**config.mk**
```make
export PLATFORM = sky130hd
export DESIGN_NAME = sdram_cmd_front
export DESIGN_NICKNAME = d
export VERILOG_FILES = /design/src/rtl/sdc_pkg.sv /design/src/rtl/sdc_cmd_decode.sv /design/src/rtl/sdc_mode_reg.sv /design/src/rtl/sdc_bank_track.sv /design/src/rtl/sdram_cmd_front.sv
export SDC_FILE = /design/constraint.sdc
export NUM_CORES = 1
export LEC_CHECK = 0
export BUFFER_PORTS_ARGS = -buffer_cell sky130_fd_sc_hd__buf_2
export CORE_MARGIN = 1.5
export CORE_UTILIZATION = 45
export CTS_BUF_LIST = sky130_fd_sc_hd__clkbuf_4 sky130_fd_sc_hd__clkbuf_8
export CTS_CLUSTER_DIAMETER = 100
export DETAILED_ROUTE_END_ITERATION = 10
export HOLD_SLACK_MARGIN = 0.08
export PLACE_DENSITY = 0.76
export SETUP_SLACK_MARGIN = 0.05
export SYNTH_ARGS = -nofsm -noshare
export SYNTH_HDL_FRONTEND = slang
export SYNTH_SLANG_ARGS = --single-unit
```
**constraint.sdc**
```tcl
create_clock -name clk -period 2.3 [get_ports clk]
set_input_delay 0.23 -clock clk [delete_from_list [all_inputs] [get_ports clk]]
set_output_delay 0.23 -clock clk [all_outputs]
set_load 0.05 [all_outputs]
```
**src/rtl/sdc_pkg.sv**
```systemverilog
package sdc_pkg;

  typedef enum logic [3:0] {
    C_NOP, C_DESEL, C_ACT, C_RD, C_WR, C_PRE, C_AREF, C_SREF, C_MRS, C_BST
  } cmd_e;

  // Pin decode; ras/cas/we as a 3-bit code, cke splits the refresh pair.
  function automatic cmd_e f_decode(input logic cs_n, input logic ras_n,
                                    input logic cas_n, input logic we_n,
                                    input logic cke);
    if (cs_n) return C_DESEL;
    case ({ras_n, cas_n, we_n})
      3'b011:  return C_ACT;
      3'b101:  return C_RD;
      3'b100:  return C_WR;
      3'b010:  return C_PRE;
      3'b001:  return cke ? C_AREF : C_SREF;
      3'b000:  return C_MRS;
      3'b110:  return C_BST;
      default: return C_NOP;
    endcase
  endfunction

  // Length code legality; full page only with sequential order.
  function automatic logic f_len_ok(input logic [2:0] code, input logic ilv);
    return (code <= 3'd3) || (code == 3'd7 && !ilv);
  endfunction

  function automatic logic f_lat_ok(input logic [2:0] code);
    return (code == 3'd2) || (code == 3'd3);
  endfunction

endpackage

```
**src/rtl/sdc_cmd_decode.sv**
```systemverilog
module sdc_cmd_decode
  import sdc_pkg::*;
(
  input  logic cke,
  input  logic cs_n,
  input  logic ras_n,
  input  logic cas_n,
  input  logic we_n,
  output cmd_e cmd
);
  always_comb cmd = f_decode(cs_n, ras_n, cas_n, we_n, cke);
endmodule

```
**src/rtl/sdc_mode_reg.sv**
```systemverilog
module sdc_mode_reg
  import sdc_pkg::*;
#(
  parameter int COL_W = 8
) (
  input  logic             clk,
  input  logic             rst_n,
  input  logic             set_en,
  input  logic [9:0]       word,
  output logic [COL_W:0]   burst_len,
  output logic             burst_ilv,
  output logic [1:0]       cas_lat,
  output logic             wr_single,
  output logic             mode_err
);
  localparam int LEN_W = COL_W + 1;

  function automatic logic [LEN_W-1:0] f_len_words(input logic [2:0] code);
    return (code == 3'd7) ? (LEN_W'(1) << COL_W) : (LEN_W'(1) << code);
  endfunction

  logic test_ok, len_ok, lat_ok, len_take, lat_take, base_take, err_hit;

  assign test_ok   = (word[8:7] == 2'b00);
  assign len_ok    = f_len_ok(word[2:0], word[3]);
  assign lat_ok    = f_lat_ok(word[6:4]);
  assign base_take = set_en && test_ok;
  assign len_take  = base_take && len_ok;
  assign lat_take  = base_take && lat_ok;
  assign err_hit   = set_en && !(test_ok && len_ok && lat_ok);

  always_ff @(posedge clk) begin
    if (!rst_n) begin
      burst_len <= LEN_W'(1);
      burst_ilv <= 1'b0;
      cas_lat   <= 2'd3;
      wr_single <= 1'b0;
      mode_err  <= 1'b0;
    end else begin
      if (len_take) begin
        burst_len <= f_len_words(word[2:0]);
        burst_ilv <= word[3];
      end
      if (lat_take)  cas_lat   <= word[5:4];
      if (base_take) wr_single <= word[9];
      if (err_hit)   mode_err  <= 1'b1;
    end
  end
endmodule

```
**src/rtl/sdc_bank_track.sv**
```systemverilog
module sdc_bank_track
  import sdc_pkg::*;
#(
  parameter int NBANK = 2,
  parameter int BA_W  = 1
) (
  input  logic             clk,
  input  logic             rst_n,
  input  cmd_e             cmd,
  input  logic [BA_W-1:0]  ba,
  input  logic             ap_bit,
  output logic [NBANK-1:0] bank_open,
  output logic             any_open,
  output logic             rule_break
);
  logic hit_open;
  assign hit_open = bank_open[ba];
  assign any_open = |bank_open;

  always_comb begin
    unique case (cmd)
      C_ACT:          rule_break = hit_open;
      C_RD, C_WR:     rule_break = !hit_open;
      C_AREF, C_SREF,
      C_MRS:          rule_break = any_open;
      default:        rule_break = 1'b0;
    endcase
  end

  for (genvar g = 0; g < NBANK; g++) begin : g_bank
    logic sel, opens, closes;
    assign sel    = (ba == BA_W'(g));
    assign opens  = (cmd == C_ACT) && sel;
    assign closes = ((cmd == C_PRE) && (ap_bit || sel)) ||
                    (((cmd == C_RD) || (cmd == C_WR)) && sel && ap_bit);
    always_ff @(posedge clk) begin
      if (!rst_n)      bank_open[g] <= 1'b0;
      else if (opens)  bank_open[g] <= 1'b1;
      else if (closes) bank_open[g] <= 1'b0;
    end
  end
endmodule

```
**src/rtl/sdram_cmd_front.sv**
```systemverilog
module sdram_cmd_front
  import sdc_pkg::*;
#(
  parameter int NBANK = 2,
  parameter int ROW_W = 11,
  parameter int COL_W = 8,
  parameter int AP_BIT = 8,
  localparam int BA_W = (NBANK > 1) ? $clog2(NBANK) : 1
) (
  input  logic              clk,
  input  logic              rst_n,
  input  logic              cke,
  input  logic              cs_n,
  input  logic              ras_n,
  input  logic              cas_n,
  input  logic              we_n,
  input  logic [BA_W-1:0]   ba,
  input  logic [ROW_W-1:0]  addr,
  output logic              cmd_act,
  output logic              cmd_rd,
  output logic              cmd_wr,
  output logic              cmd_pre,
  output logic              cmd_aref,
  output logic              cmd_sref,
  output logic              cmd_mrs,
  output logic              cmd_bst,
  output logic [BA_W-1:0]   cmd_bank,
  output logic [ROW_W-1:0]  cmd_row,
  output logic [COL_W-1:0]  cmd_col,
  output logic              cmd_autopre,
  output logic              cmd_pre_all,
  output logic [COL_W:0]    burst_len,
  output logic              burst_ilv,
  output logic [1:0]        cas_lat,
  output logic              wr_single,
  output logic [NBANK-1:0]  bank_open,
  output logic              illegal_cmd,
  output logic              mode_err
);
  cmd_e cmd_now;
  logic any_open, rule_break, mrs_go, ap_now, is_access, real_cmd;

  sdc_cmd_decode u_dec (
    .cke(cke), .cs_n(cs_n), .ras_n(ras_n), .cas_n(cas_n), .we_n(we_n),
    .cmd(cmd_now)
  );

  assign ap_now    = addr[AP_BIT];
  assign is_access = (cmd_now == C_RD) || (cmd_now == C_WR);
  assign real_cmd  = (cmd_now != C_NOP) && (cmd_now != C_DESEL);
  assign mrs_go    = (cmd_now == C_MRS) && !any_open;

  sdc_bank_track #(.NBANK(NBANK), .BA_W(BA_W)) u_banks (
    .clk(clk), .rst_n(rst_n), .cmd(cmd_now), .ba(ba), .ap_bit(ap_now),
    .bank_open(bank_open), .any_open(any_open), .rule_break(rule_break)
  );

  sdc_mode_reg #(.COL_W(COL_W)) u_mode (
    .clk(clk), .rst_n(rst_n), .set_en(mrs_go), .word(addr[9:0]),
    .burst_len(burst_len), .burst_ilv(burst_ilv), .cas_lat(cas_lat),
    .wr_single(wr_single), .mode_err(mode_err)
  );

  logic [ROW_W-1:0] addr_q;

  always_ff @(posedge clk) begin
    if (!rst_n) begin
      cmd_act <= 1'b0; cmd_rd <= 1'b0; cmd_wr <= 1'b0; cmd_pre <= 1'b0;
      cmd_aref <= 1'b0; cmd_sref <= 1'b0; cmd_mrs <= 1'b0; cmd_bst <= 1'b0;
      cmd_autopre <= 1'b0; cmd_pre_all <= 1'b0; illegal_cmd <= 1'b0;
      cmd_bank <= '0; addr_q <= '0;
    end else begin
      cmd_act     <= (cmd_now == C_ACT);
      cmd_rd      <= (cmd_now == C_RD);
      cmd_wr      <= (cmd_now == C_WR);
      cmd_pre     <= (cmd_now == C_PRE);
      cmd_aref    <= (cmd_now == C_AREF);
      cmd_sref    <= (cmd_now == C_SREF);
      cmd_mrs     <= (cmd_now == C_MRS);
      cmd_bst     <= (cmd_now == C_BST);
      cmd_autopre <= is_access && ap_now;
      cmd_pre_all <= (cmd_now == C_PRE) && ap_now;
      illegal_cmd <= rule_break;
      if (real_cmd) begin
        cmd_bank <= ba;
        addr_q   <= addr;
      end
    end
  end

  assign cmd_row = addr_q;
  assign cmd_col = addr_q[COL_W-1:0];
endmodule

```
# ---- After elaboration in Yosys (flattened, before gate mapping)
# Cells that the tools add are included.
dict set report totals {
  regBits 39
  inputBits 19
  out_inout_bits 47
  elab_cells 93
}
dict set report op_classes {
  n_lt_le_gt_ge 2
  eq_ne 18
  shifts 1
  mux 13
  bitwise_logic 1
  reduce_logical 38
}
# op count
set ops {}
lappend ops {{4-bit case mux with 7 select lines} 1}
lappend ops {{1-bit logical AND} 19}
lappend ops {{4-bit by 3-bit == test with 1-bit output (second input constant)} 4}
lappend ops {{3-bit by 2-bit == test with 1-bit output (second input constant)} 4}
lappend ops {{3-bit == test (second input constant)} 4}
lappend ops {{9-bit 2-to-1 mux} 1}
lappend ops {{1-bit by 3-bit left shift with 9-bit output (first input constant)} 1}
lappend ops {{4-bit by 2-bit == test with 1-bit output (second input constant)} 2}
lappend ops {{4-bit == test (second input constant)} 2}
lappend ops {{1-bit 2-to-1 mux} 8}
lappend ops {{4-bit 2-to-1 mux} 2}
lappend ops {{1-bit logical OR} 7}
lappend ops {{1-bit zero test} 4}
lappend ops {{4-bit by 1-bit != test with 1-bit output (second input constant)} 1}
lappend ops {{2-bit nonzero test} 2}
lappend ops {{4-bit nonzero test} 1}
lappend ops {{2-bit OR reduction} 2}
lappend ops {{3-bit by 1-bit == test with 1-bit output (second input constant)} 1}
lappend ops {{3-bit by 2-bit less-or-equal comparator with 1-bit output (second input constant)} 1}
lappend ops {{3-bit zero test} 1}
lappend ops {{1-bit case mux with 3 select lines} 1}
lappend ops {{3-bit OR reduction} 1}
lappend ops {{2-bit zero test} 1}
lappend ops {{1-bit by 2-bit less-than comparator with 1-bit output (second input constant)} 1}
lappend ops {{1-bit NOT} 1}

# ---- Longest topological paths before layout
# Gate-level depths: netlist of run 1.
dict set report depth {
  ltp_word 10
  ltp_mapped 5
  ltp_nobuf 3
}

# ---- Hierarchy
# A second synthesis of run 1 with hierarchy kept.
dict set report hier_totals {
  hier_cells 188
  hier_area_um2 1732.9
}
# module instances cells_per_inst area_each_um2 seq_area_each_um2
set by_module_without_submodules {}
lappend by_module_without_submodules {sdram_cmd_front 1 96 925.9 460.4}
lappend by_module_without_submodules {sdc_mode_reg 1 54 518.0 260.2}
lappend by_module_without_submodules {sdc_bank_track 1 27 217.7 40.0}
lappend by_module_without_submodules {sdc_cmd_decode 1 11 71.3 0.0}

# ---- Worst setup path before layout of run 1
# No wires, ideal clock.
dict set report synth_path {
  path_kind {flip-flop to flip-flop}
  startpoint {reg u_banks.bank_open[0]}
  endpoint {reg u_mode.burst_len[1]}
  setup_ns 0.092
  arrival_time_ns 1.827
  required_time_ns 2.208
  slack_ns 0.380
  stages_incl_launch_ff 4
  n_path_buf 0
  period_less_slack_ns 1.920
  cell_sequence {dfxtp_1 -> or4_4 -> or4_4 -> o32ai_1}
}
dict set report synth_via {
  elab_chain_cells 5
}
# element line
set synth_rtl {}
lappend synth_rtl {{start: declaration} sdc_bank_track.sv:12} ;# output logic [NBANK-1:0] bank_open,
lappend synth_rtl {{start signal: indexed assignment} sdc_bank_track.sv:37} ;# if (!rst_n) bank_open[g] <= 1'b0;
lappend synth_rtl {{start signal: indexed assignment} sdc_bank_track.sv:38} ;# else if (opens) bank_open[g] <= 1'b1;
lappend synth_rtl {{start signal: indexed assignment} sdc_bank_track.sv:39} ;# else if (closes) bank_open[g] <= 1'b0;
lappend synth_rtl {{2-bit OR reduction} sdc_bank_track.sv:18} ;# assign any_open = |bank_open;
lappend synth_rtl {{1-bit zero test} sdram_cmd_front.sv:51} ;# assign mrs_go = (cmd_now == C_MRS) && !any_open;
lappend synth_rtl {{1-bit logical AND} sdram_cmd_front.sv:51}
lappend synth_rtl {{1-bit logical AND} sdc_mode_reg.sv:27} ;# assign base_take = set_en && test_ok;
lappend synth_rtl {{1-bit logical AND} sdc_mode_reg.sv:28} ;# assign len_take = base_take && len_ok;
lappend synth_rtl {{end signal: assignment} sdc_mode_reg.sv:41} ;# burst_len <= f_len_words(word[2:0]);
lappend synth_rtl {{end: declaration} sdc_mode_reg.sv:10} ;# output logic [COL_W:0] burst_len,
# Every way passes these cells.
# A chain may end at the register's enable or synchronous reset.

# ---- Final worst setup path of run 1
# Ends and elaborated chain as after synthesis.

==> results of run 1 <==
[worst max-delay path, cell delays in order (launching register included)]
cell and delay (ns):
dfxtp_1 0.37, or4_4 0.59, or4_4 0.53, o32ai_1 0.23
[worst min-delay path by stage]
| stage | end |
|---|---|
| finish | cmd_row[10] |
| global route | cmd_row[6] |
| CTS | cmd_row[10] |
| detailed placement | cmd_sref |
| global placement | cmd_sref |
| floorplan | cmd_sref |
[sequential cells by signal, summed over array words and instances, names as in the netlist, 2 cells and up]
register and cells:
cmd_row 11, u_banks.bank_open 2, u_mode.cas_lat 2, u_mode.burst_len 8
[what timing repair did]
action,CTS,global route
hold endpoints to repair,1,0
resized for setup,0,0
hold buffers,1,0
[power breakdown]
part	internal (uW)	switching (uW)
clock	254	207
sequential	675	9.24
combinational	55.4	165
total	984	381
[layout make-up]
class | count | area, um^2 | area share
repair buffers | 67 | 345 | 0.180
multi-input cells | 111 | 643 | 0.334
well taps | 46 | 57.6 | 0.0299
clock buffers | 7 | 52.6 | 0.0273
clock inverters | 1 | 30.0 | 0.0156
flip-flops and latches | 38 | 761 | 0.396
inverters | 9 | 33.8 | 0.0176
[cell usage in the layout, fill, tap and decap left out, drive strengths merged]
master / Yosys / layout
o21ai: 2 / 2
nand2b: 4 / 4
o22ai: 1 / 1
and2: 2 / 2
or4b: 1 / 1
a211oi: 2 / 2
clkbuf: 9 / 7
nand2: 31 / 31
o221ai: 1 / 1
a21oi: 16 / 16
o221a: 1 / 1
dfxtp: 38 / 38
dlygate4sd3: 0 / 1
inv: 9 / 9
or4bb: 2 / 2
nor3: 9 / 9
o31a: 1 / 1
conb: 1 / 1
buf: 9 / 66
nor2: 4 / 4
o32ai: 3 / 3
nand3: 2 / 2
or3: 4 / 4
nand3b: 4 / 4
nor4: 2 / 2
nor3b: 4 / 4
o211ai: 2 / 2
a31o: 1 / 1
a32oi: 1 / 1
mux2i: 1 / 1
nand4: 1 / 1
or4: 3 / 3
o41ai: 1 / 1
o31ai: 1 / 1
or2: 2 / 2
bufinv: 0 / 1
a31oi: 1 / 1
[kinds of logic (layout without fill, tap and decap cells)]
group / after synthesis / count (layout)
simple gates: 75 / 75
flops: 38 / 38
compound gates: 34 / 34
buf+inv: 27 / 84
other cells: 1 / 1
mux: 1 / 1
[per-stage QoR]
stage          total power (uW)   util
6_report                   1370  0.581
5_1_grt                    1430  0.581
4_1_cts                    1380  0.581
3_5_place_dp                918  0.553
3_3_place_gp                917  0.553
2_1_floorplan               867      -
[routing by layer]
| layer | track usage | part of all wire | up-vias |
|---|---|---|---|
| met5 | 0 | 0 | - |
| met4 | 0.0881 | 0.018 | 0 |
| met3 | 0.0567 | 0.053 | 6 |
| met2 | 0.278 | 0.46 | 39 |
| met1 | 0.251 | 0.47 | 646 |
| li1 | - | - | 718 |
==> impl_results.md, run 1 <==
* Status: finished, final reports clean
* LEAKAGE at 0.000889 uW
* Layout fillers at 333
* Syn_nets at 195
* Synth top cells by count: dfxtp_1, nand2_1, a21oi_1
* Iter 0 DRT Violations at 60
* I/O pin count at 66
* Startpoint Class: register
* R2r endpoint: u_mode.burst_len[1]
* Compound-cell area share of the yosys netlist at 0.147
* Post-Syn Area per Cell at 8.74 um^2
* Crit path DAT at 2.05 ns
* Yosys cell types at 37
* DIE WIDTH at 61.5 um
* Max Clock Freq at 555 MHz
* Area leader, netlist: dfxtp_1
* Synthesis warning total at 0
* Share of layout cells above drive strength 1 at 0.352
* Max rail drop VDD at 0.305 mV
* Rows at 21
* Total track usage at 0.188
* Power Dens Cells at 710 nW/um^2
* RSZ-0062 raised after global routing: false
* Synth Area in Simple Gates at 0.262
* Number of setup violations in the final report at 0
* Clock buffer depth at 2
* Share of Yosys cell area claimed by the top area cell type at 0.494
* Antenna violations before repair at 0
* Crit Path Max Fanout at 6
* Sequential area share after synthesis at 0.494
* Post-DP Area at 1830 um^2
* # Post-CTS Setup Buffers at 0
* Die height at 61.5 um
* GP Congestion at 0.802
* Largest net degree at the start of global routing at 20
* Starting density of the core at 0.465
* Worst-margin pin slew at 0.537 ns
* Post-synth EDFFs at 0
* Area of the core at 3310 um^2
* Post-Layout Cell Count at 279
* Setup_tns at 0 ns
* Critical path origin: u_banks.bank_open[0]
* Multiplexer area fraction after synthesis at 0.00650
* Cts bufs inserted at 5
* Hold WC Path Type: primary input to register
* Worst skew pair latency at 0.34 ns
* Vias in the first global route at 1,158
* Critical path class: register to register
* CTS tree: done
* Min Hold Slack at 0.121 ns
* Pre-antenna DRT Iters at 4
* Synthesis-stage register bit count at 38
* Cell area after layout at 1920 um^2
* Post-route ant nets at 0
* Worst Clk Skew at 0.00376 ns
* Main combinational cell family by area after synthesis: simple AND/OR/NAND/NOR gates
* Antenna cell count at 0
* Dpl ws at 0.465 ns
* Synth Flop Type: dfxtp_1
* First-pass GRT wire length at 5240 um
* Vias per Instance at 5.05
* Crit end category: register
* Reg2reg start: u_banks.bank_open[0]
* # clock sinks at 38
* Final Cycle Share at 0.784
* H-tree depth at 2
* Mapped Cells at 176
* Critical Path RT at 2.55 ns
* Hpwl dp at 2420 um
* Most common cell in the synthesized netlist: dfxtp_1
* Asr flop ratio synth at 0
* Hold Crit Depth at 3
* Area Growth Syn to Fin at 25.0%
* Clock-pin slew on the worst setup and hold paths at 0.11 ns
* Vias at 1,409
* Final Hold Viols at 0
* Port Buf Inserts at 64
* Adder-cell share of the synthesized area at 0
* Final WL at 3380 um
* Min cycle time layout at 1.80 ns
* FF-to-FF setup slack at 0.50 ns
* Final #Nets at 251
* Max-slew violation count at 0
* Top post-synthesis cells by area: dfxtp_1, nand2_1, a21oi_1, buf_4, nor3_1
* R2r worst-path depth at 3
* Worst min-delay path startpoint: addr[10]
* Placed cells at 270
* Final worst slack at 0.498 ns
* Die area at 3780 um^2
* DRC Markers at 0
* Overflow left after global routing at 0
* Slew HR at 0.641
* Root Buffer: clkbuf_4
* Max Cap Violations at 0
* XOR/XNOR share of the synthesized area at 0
* WL/cell at 12.1 um
* Crit path to: u_mode.burst_len[1]
* Mapped cell area at 1540 um^2
(Power assumes the default switching activity.)
==> inputs of run 2 (changes only) <==
Clock period 2.3 ns to 1.86 ns, I/O delays scaled along.
==> run 2 against run 1 <==
Clock skew up 0.0048 ns; combinational power up 32%; largest power group unchanged; maximum frequency up 3.8%; via count up 3.5%; first-iteration DRC count up 10%; register-to-register slack worse by 0.37 ns; sequential power up 24%; count of clock-buffer cells in the layout down 2.
==> impl_results.md, run 2 (synthesis results as in run 1) <==
* Status: finished, final reports clean (unchanged)
* Crit end category: register (unchanged)
* Share of layout cells above drive strength 1 at 0.380 (was 0.352)
* Post-route ant nets at 0 (unchanged)
* Vias in the first global route at 1,176 (was 1,158)
* Die area at 3780 um^2 (unchanged)
* DIE WIDTH at 61.5 um (unchanged)
* Hold WC Path Type: primary input to register (unchanged)
* Final WL at 3680 um (was 3380 um)
* Setup_tns at 0 ns (unchanged)
* Rows at 21 (unchanged)
* Crit Path Max Fanout at 7 (was 6)
* Min cycle time layout at 1.74 ns (was 1.80 ns)
* Root Buffer: clkbuf_4 (unchanged)
* Power Dens Cells at 840 nW/um^2 (was 710 nW/um^2)
* Startpoint Class: register (unchanged)
* Hpwl dp at 2570 um (was 2420 um)
* Max Cap Violations at 0 (unchanged)
* Number of setup violations in the final report at 0 (unchanged)
* Die height at 61.5 um (unchanged)
* Worst Hold End: cmd_row[4] (was cmd_row[10])
* Area Growth Syn to Fin at 30.7% (was 25.0%)
* Clock buffer depth at 2 (unchanged)
* Largest register FFs at 11 (unchanged)
* H-tree depth at 2 (unchanged)
* Hold Crit Depth at 3 (unchanged)
* Fin util at 0.607 (was 0.581)
* Critical Path RT at 2.12 ns (was 2.55 ns)
* RSZ-0062 raised after global routing: false (unchanged)
* R2r worst-path depth at 3 (unchanged)
* Total track usage at 0.203 (was 0.188)
* Antenna violations before repair at 0 (unchanged)
* GP Congestion at 0.812 (was 0.802)
* Crit path DAT at 1.99 ns (was 2.05 ns)
* Worst skew pair latency at 0.34 ns (about the same)
* # Post-CTS Setup Buffers at 0 (unchanged)
* First-pass GRT wire length at 5630 um (was 5240 um)
* Overflow left after global routing at 0 (unchanged)
* Port Buf Inserts at 64 (unchanged)
* Power Total at 1690 uW (was 1370 uW)
* CTS tree: done (unchanged)
* # clock sinks at 38 (unchanged)
* Final Hold Viols at 0 (unchanged)
* Final Cycle Share at 0.934 (was 0.784)
* Worst min-delay path startpoint: addr[4] (was addr[10])
* Max Clock Freq at 576 MHz (was 555 MHz)
* DRC Markers at 0 (unchanged)
* Clock-pin slew on the worst setup and hold paths at 0.12 ns (was 0.11 ns)
* Vias per Instance at 5.07 (was 5.05)
* Max rail drop VDD at 0.424 mV (was 0.305 mV)
* FF-to-FF setup slack at 0.12 ns (was 0.50 ns)
* Antenna cell count at 0 (unchanged)
* Worst Clk Skew at 0.00852 ns (was 0.00376 ns)
* I/O pin count at 66 (unchanged)
* Area of the core at 3310 um^2 (unchanged)
* Most common cell after layout, fill and taps aside: buf_2 (unchanged)
* Post-DP Area at 1880 um^2 (was 1830 um^2)
* Layout fillers at 341 (was 333)
* Cts bufs inserted at 5 (unchanged)
* Largest net degree at the start of global routing at 20 (unchanged)
* Leading cell types in the layout, fill and taps excluded: buf_2, dfxtp_1, nand2_1 (unchanged)
* Starting density of the core at 0.465 (unchanged)
* WL/cell at 12.8 um (was 12.1 um)
* Critical path class: register to register (unchanged)
* Max-slew violation count at 0 (unchanged)
* Reg2reg start: u_banks.bank_open[1] (was u_banks.bank_open[0])
* Final #Nets at 260 (was 251)
* R2r endpoint: u_mode.burst_len[3] (was u_mode.burst_len[1])
* Vias at 1,459 (was 1,409)
* LEAKAGE at 0.000938 uW (was 0.000889 uW)
* Cell area after layout at 2010 um^2 (was 1920 um^2)
* Iter 0 DRT Violations at 66 (was 60)
* Pre-antenna DRT Iters at 4 (unchanged)
-- run 2: cell types whose count changed in the layout (fill, tap and decap cells not counted), sizes merged --
| cell | previous run | this run |
|---|---|---|
| clkinv | 0 | 2 |
| dlygate4sd3 | 1 | 4 |
| buf | 66 | 72 |
| clkbuf | 7 | 5 |
-- run 2: worst max-delay path by stage --
stage,depth (start not counted),end,slack (ns),start
6_report,3,u_mode.burst_len[3],0.12,u_banks.bank_open[1]
5_1_grt,3,u_mode.burst_len[2],0.05,u_banks.bank_open[1]
4_1_cts,3,u_mode.burst_len[2],0.07,u_banks.bank_open[0]
3_5_place_dp,3,u_mode.burst_len[2],0.11,u_banks.bank_open[0]
3_3_place_gp,3,u_mode.burst_len[2],0.13,u_banks.bank_open[0]
2_1_floorplan,3,u_mode.burst_len[1],0.06,u_banks.bank_open[0]
-- run 2: cell type report --
| class | count | area (um^2) | share of cell area |
|---|---|---|---|
| clock buffer | 5 | 37.5 | 0.0187 |
| tap | 46 | 57.6 | 0.0286 |
| clock inverter | 3 | 40.0 | 0.0199 |
| timing repair buffer | 76 | 420 | 0.209 |
| multi-input combinational | 111 | 658 | 0.327 |
| inverter | 9 | 33.8 | 0.0168 |
| sequential | 38 | 763 | 0.380 |
-- run 2: repair_timing --
| item | 4_1_cts | 5_1_grt |
|---|---|---|
| endpoints found under the hold margin | 4 | 1 |
| setup endpoints to repair | 0 | 3 |
| hold buffers | 3 | 1 |
| resized for setup | 0 | 2 |
-- run 2: critical path: stages (launching register included) --
cell and delay, ns:
dfxtp_2 0.37, or4_1 0.57, or4_4 0.49, o32ai_1 0.22
-- run 2: per-layer routing --
metal,part of all wire,up-vias,global-route usage,wire [um]
met5,0,-,0,0
met4,0.0098,0,0.0669,36
met3,0.060,4,0.0630,222
met2,0.48,47,0.307,1760
met1,0.45,668,0.277,1660
li1,-,740,-,-
-- run 2: power breakdown --
part / leakage, uW / switching, uW / total (uW) / internal, uW
clock: 0.0000450 / 273 / 551 / 278
sequential: 0.000310 / 11.5 / 846 / 835
combinational: 0.000583 / 211 / 291 / 79.6
total: 0.000938 / 495 / 1690 / 1190
-- run 2: stage by stage --
stage / worst slack (ns) / hold WS (ns) / cells
4_1_cts: 0.0656 / 0.0803 / 287
2_1_floorplan: 0.0644 / 0.265 / 176
5_1_grt: 0.0510 / 0.0933 / 288
3_3_place_gp: 0.127 / 0.366 / 276
3_5_place_dp: 0.107 / 0.370 / 276
6_report: 0.123 / 0.0947 / 288
==> inputs of run 3 (changes only) <==
Clock period 1.86 ns to 1.7 ns, I/O delays scaled along.
==> run 3 against run 2 <==
Clock power decreased by 15%; clock skew grew 0.0030 ns; maximum frequency grew 3.8%.
==> impl_results.md, run 3 (synthesis results as in run 1) <==
* Final Cycle Share at 0.984 (was 0.934)
* Hpwl dp at 2540 um (was 2570 um)
* Status: finished, final reports clean (unchanged)
* DIE WIDTH at 61.5 um (unchanged)
* R2r endpoint: u_mode.burst_len[1] (was u_mode.burst_len[3])
* Worst Hold End: cmd_row[8] (was cmd_row[4])
* Crit end category: register (unchanged)
* Worst path most repeated cell: or4_4
* R2r worst-path depth at 3 (unchanged)
* Final WL at 3790 um (was 3680 um)
* Crit Path Max Fanout at 5 (was 7)
* Setup_tns at 0 ns (unchanged)
* Total track usage at 0.205 (was 0.203)
* Worst Clk Skew at 0.0116 ns (was 0.00852 ns)
* Max-slew violation count at 0 (unchanged)
* CP max-delay cell: or4_4 (was or4_1)
* Crit path DAT at 1.93 ns (was 1.99 ns)
* Post-route ant nets at 0 (unchanged)
* Leading cell types in the layout, fill and taps excluded: buf_2, dfxtp_1, nand2_1 (unchanged)
* Worst min-delay path startpoint: addr[8] (was addr[4])
* Die height at 61.5 um (unchanged)
* Vias at 1,481 (was 1,459)
* Area of the core at 3310 um^2 (unchanged)
* Number of setup violations in the final report at 0 (unchanged)
* Reg2reg start: u_banks.bank_open[0] (was u_banks.bank_open[1])
* CP bufs+invs at 0 (unchanged)
* Most common cell after layout, fill and taps aside: buf_2 (unchanged)
* Hold Crit Depth at 3 (unchanged)
* Share of layout cells above drive strength 1 at 0.389 (was 0.380)
* Overflow left after global routing at 0 (unchanged)
* Critical path class: register to register (unchanged)
* Startpoint Class: register (unchanged)
* Max rail drop VDD at 0.451 mV (was 0.424 mV)
* # clock sinks at 38 (unchanged)
* CTS tree: done (unchanged)
* Critical Path RT at 1.96 ns (was 2.12 ns)
* Max Clock Freq at 598 MHz (was 576 MHz)
* Placed cells at 279 (was 276)
* Rows at 21 (unchanged)
* LEAKAGE at 0.000962 uW (was 0.000938 uW)
* Pre-antenna DRT Iters at 4 (unchanged)
* Power Total at 1720 uW (was 1690 uW)
* Cts bufs inserted at 5 (unchanged)
* FF-to-FF setup slack at 0.03 ns (was 0.12 ns)
* WL/cell at 12.9 um (was 12.8 um)
* Vias in the first global route at 1,241 (was 1,176)
* CP max stage delay at 0.55 ns (was 0.57 ns)
* Worst skew pair latency at 0.35 ns (was 0.34 ns)
* First-pass GRT wire length at 5740 um (was 5630 um)
* Cell family with most CP delay: simple AND/OR/NAND/NOR gates (unchanged)
* Area Growth Syn to Fin at 34.6% (was 30.7%)
* CP Cell Sequence: or4_4, or4_4, o32ai_4 (was or4_1, or4_4, o32ai_1)
* Critical path origin: u_banks.bank_open[0] (was u_banks.bank_open[1])
* Largest net degree at the start of global routing at 20 (unchanged)
* Final Hold Viols at 0 (unchanged)
* I/O pin count at 66 (unchanged)
* H-tree depth at 2 (unchanged)
* Iter 0 DRT Violations at 66 (unchanged)
* Min cycle time layout at 1.67 ns (was 1.74 ns)
* DRC Markers at 0 (unchanged)
* Starting density of the core at 0.465 (unchanged)
* Max Cap Violations at 0 (unchanged)
* Clock buffer depth at 2 (unchanged)
* Antenna cell count at 0 (unchanged)
* Vias per Instance at 5.05 (was 5.07)
* GP Congestion at 0.840 (was 0.812)
* Die area at 3780 um^2 (unchanged)
* Antenna violations before repair at 0 (unchanged)
* Power Dens Cells at 831 nW/um^2 (was 840 nW/um^2)
* Post-Layout Cell Count at 293 (was 288)
* Largest register FFs at 11 (unchanged)
* Cell area after layout at 2070 um^2 (was 2010 um^2)
* Post-DP Area at 1910 um^2 (was 1880 um^2)
* Hold WC Path Type: primary input to register (unchanged)
* Clock-pin slew on the worst setup and hold paths at 0.11 ns (was 0.12 ns)
* RSZ-0062 raised after global routing: true (was false)
* Root Buffer: clkbuf_4 (unchanged)
* Port Buf Inserts at 64 (unchanged)
* Final #Nets at 267 (was 260)
-- run 3: cell types whose count changed in the layout (fill, tap and decap cells not counted), moves of 2 or more --
cell / previous run / this run
dlygate4sd3_1: 4 / 7
buf_4: 8 / 12
dfxtp_2: 2 / 0
dfxtp_4: 0 / 2
clkinv_2: 2 / 0
-- run 3: routing by layer --
| layer | routed length, um | up-vias | global-route usage |
|---|---|---|---|
| li1 | - | 746 | - |
| met1 | 1670 | 674 | 0.265 |
| met2 | 1830 | 53 | 0.326 |
| met3 | 214 | 8 | 0.0609 |
| met4 | 76 | 0 | 0.0699 |
| met5 | 0 | - | 0 |
-- run 3: power breakdown --
part | total (uW) | leakage, uW | switching (uW) | internal, uW
combinational | 331 | 0.000621 | 235 | 96.2
sequential | 923 | 0.000310 | 12.0 | 910
clock | 467 | 0.0000302 | 281 | 186
total | 1720 | 0.000962 | 528 | 1190
-- run 3: through the flow --
| step | utilization | worst slack [ns] | hold WS, ns |
|---|---|---|---|
| floorplan | - | 0.0512 | 0.249 |
| global route | 0.626 | -0.00712 | 0.102 |
| finish | 0.626 | 0.0269 | 0.0951 |
| detailed placement | 0.577 | 0.0214 | 0.353 |
| global placement | 0.577 | 0.0523 | 0.349 |
| CTS | 0.618 | 0.0349 | 0.0962 |
-- run 3: repair_timing --
item | in CTS | in global routing
setup buffers | 0 | 1
hold endpoints to repair | 8 | 0
hold buffers | 7 | 0
gates resized for setup | 2 | 2
setup endpoints to repair | 2 | 3
-- run 3: worst max path at each step --
stage	endpoint	slack (ns)	cells past startpoint
global route	u_mode.burst_len[1]	-0.007	3
CTS	u_mode.burst_len[3]	0.03	3
global placement	u_mode.burst_len[2]	0.05	4
finish	u_mode.burst_len[1]	0.03	3
floorplan	u_mode.burst_len[1]	0.05	3
detailed placement	u_mode.burst_len[1]	0.02	4
-- run 3: worst reg2reg max path, cell delays in order, from the launching register on --
cell	delay, ns
dfxtp_4	0.37
or4_4	0.44
or4_4	0.55
o32ai_4	0.22
-- run 3: layout make-up --
| type | instances | area, um^2 |
|---|---|---|
| inverter | 9 | 33.8 |
| multi-input combinational | 111 | 681 |
| tap | 46 | 57.6 |
| clock buffer | 6 | 51.3 |
| fill | 297 | 1240 |
| timing repair buffer | 83 | 480 |
| sequential | 38 | 768 |
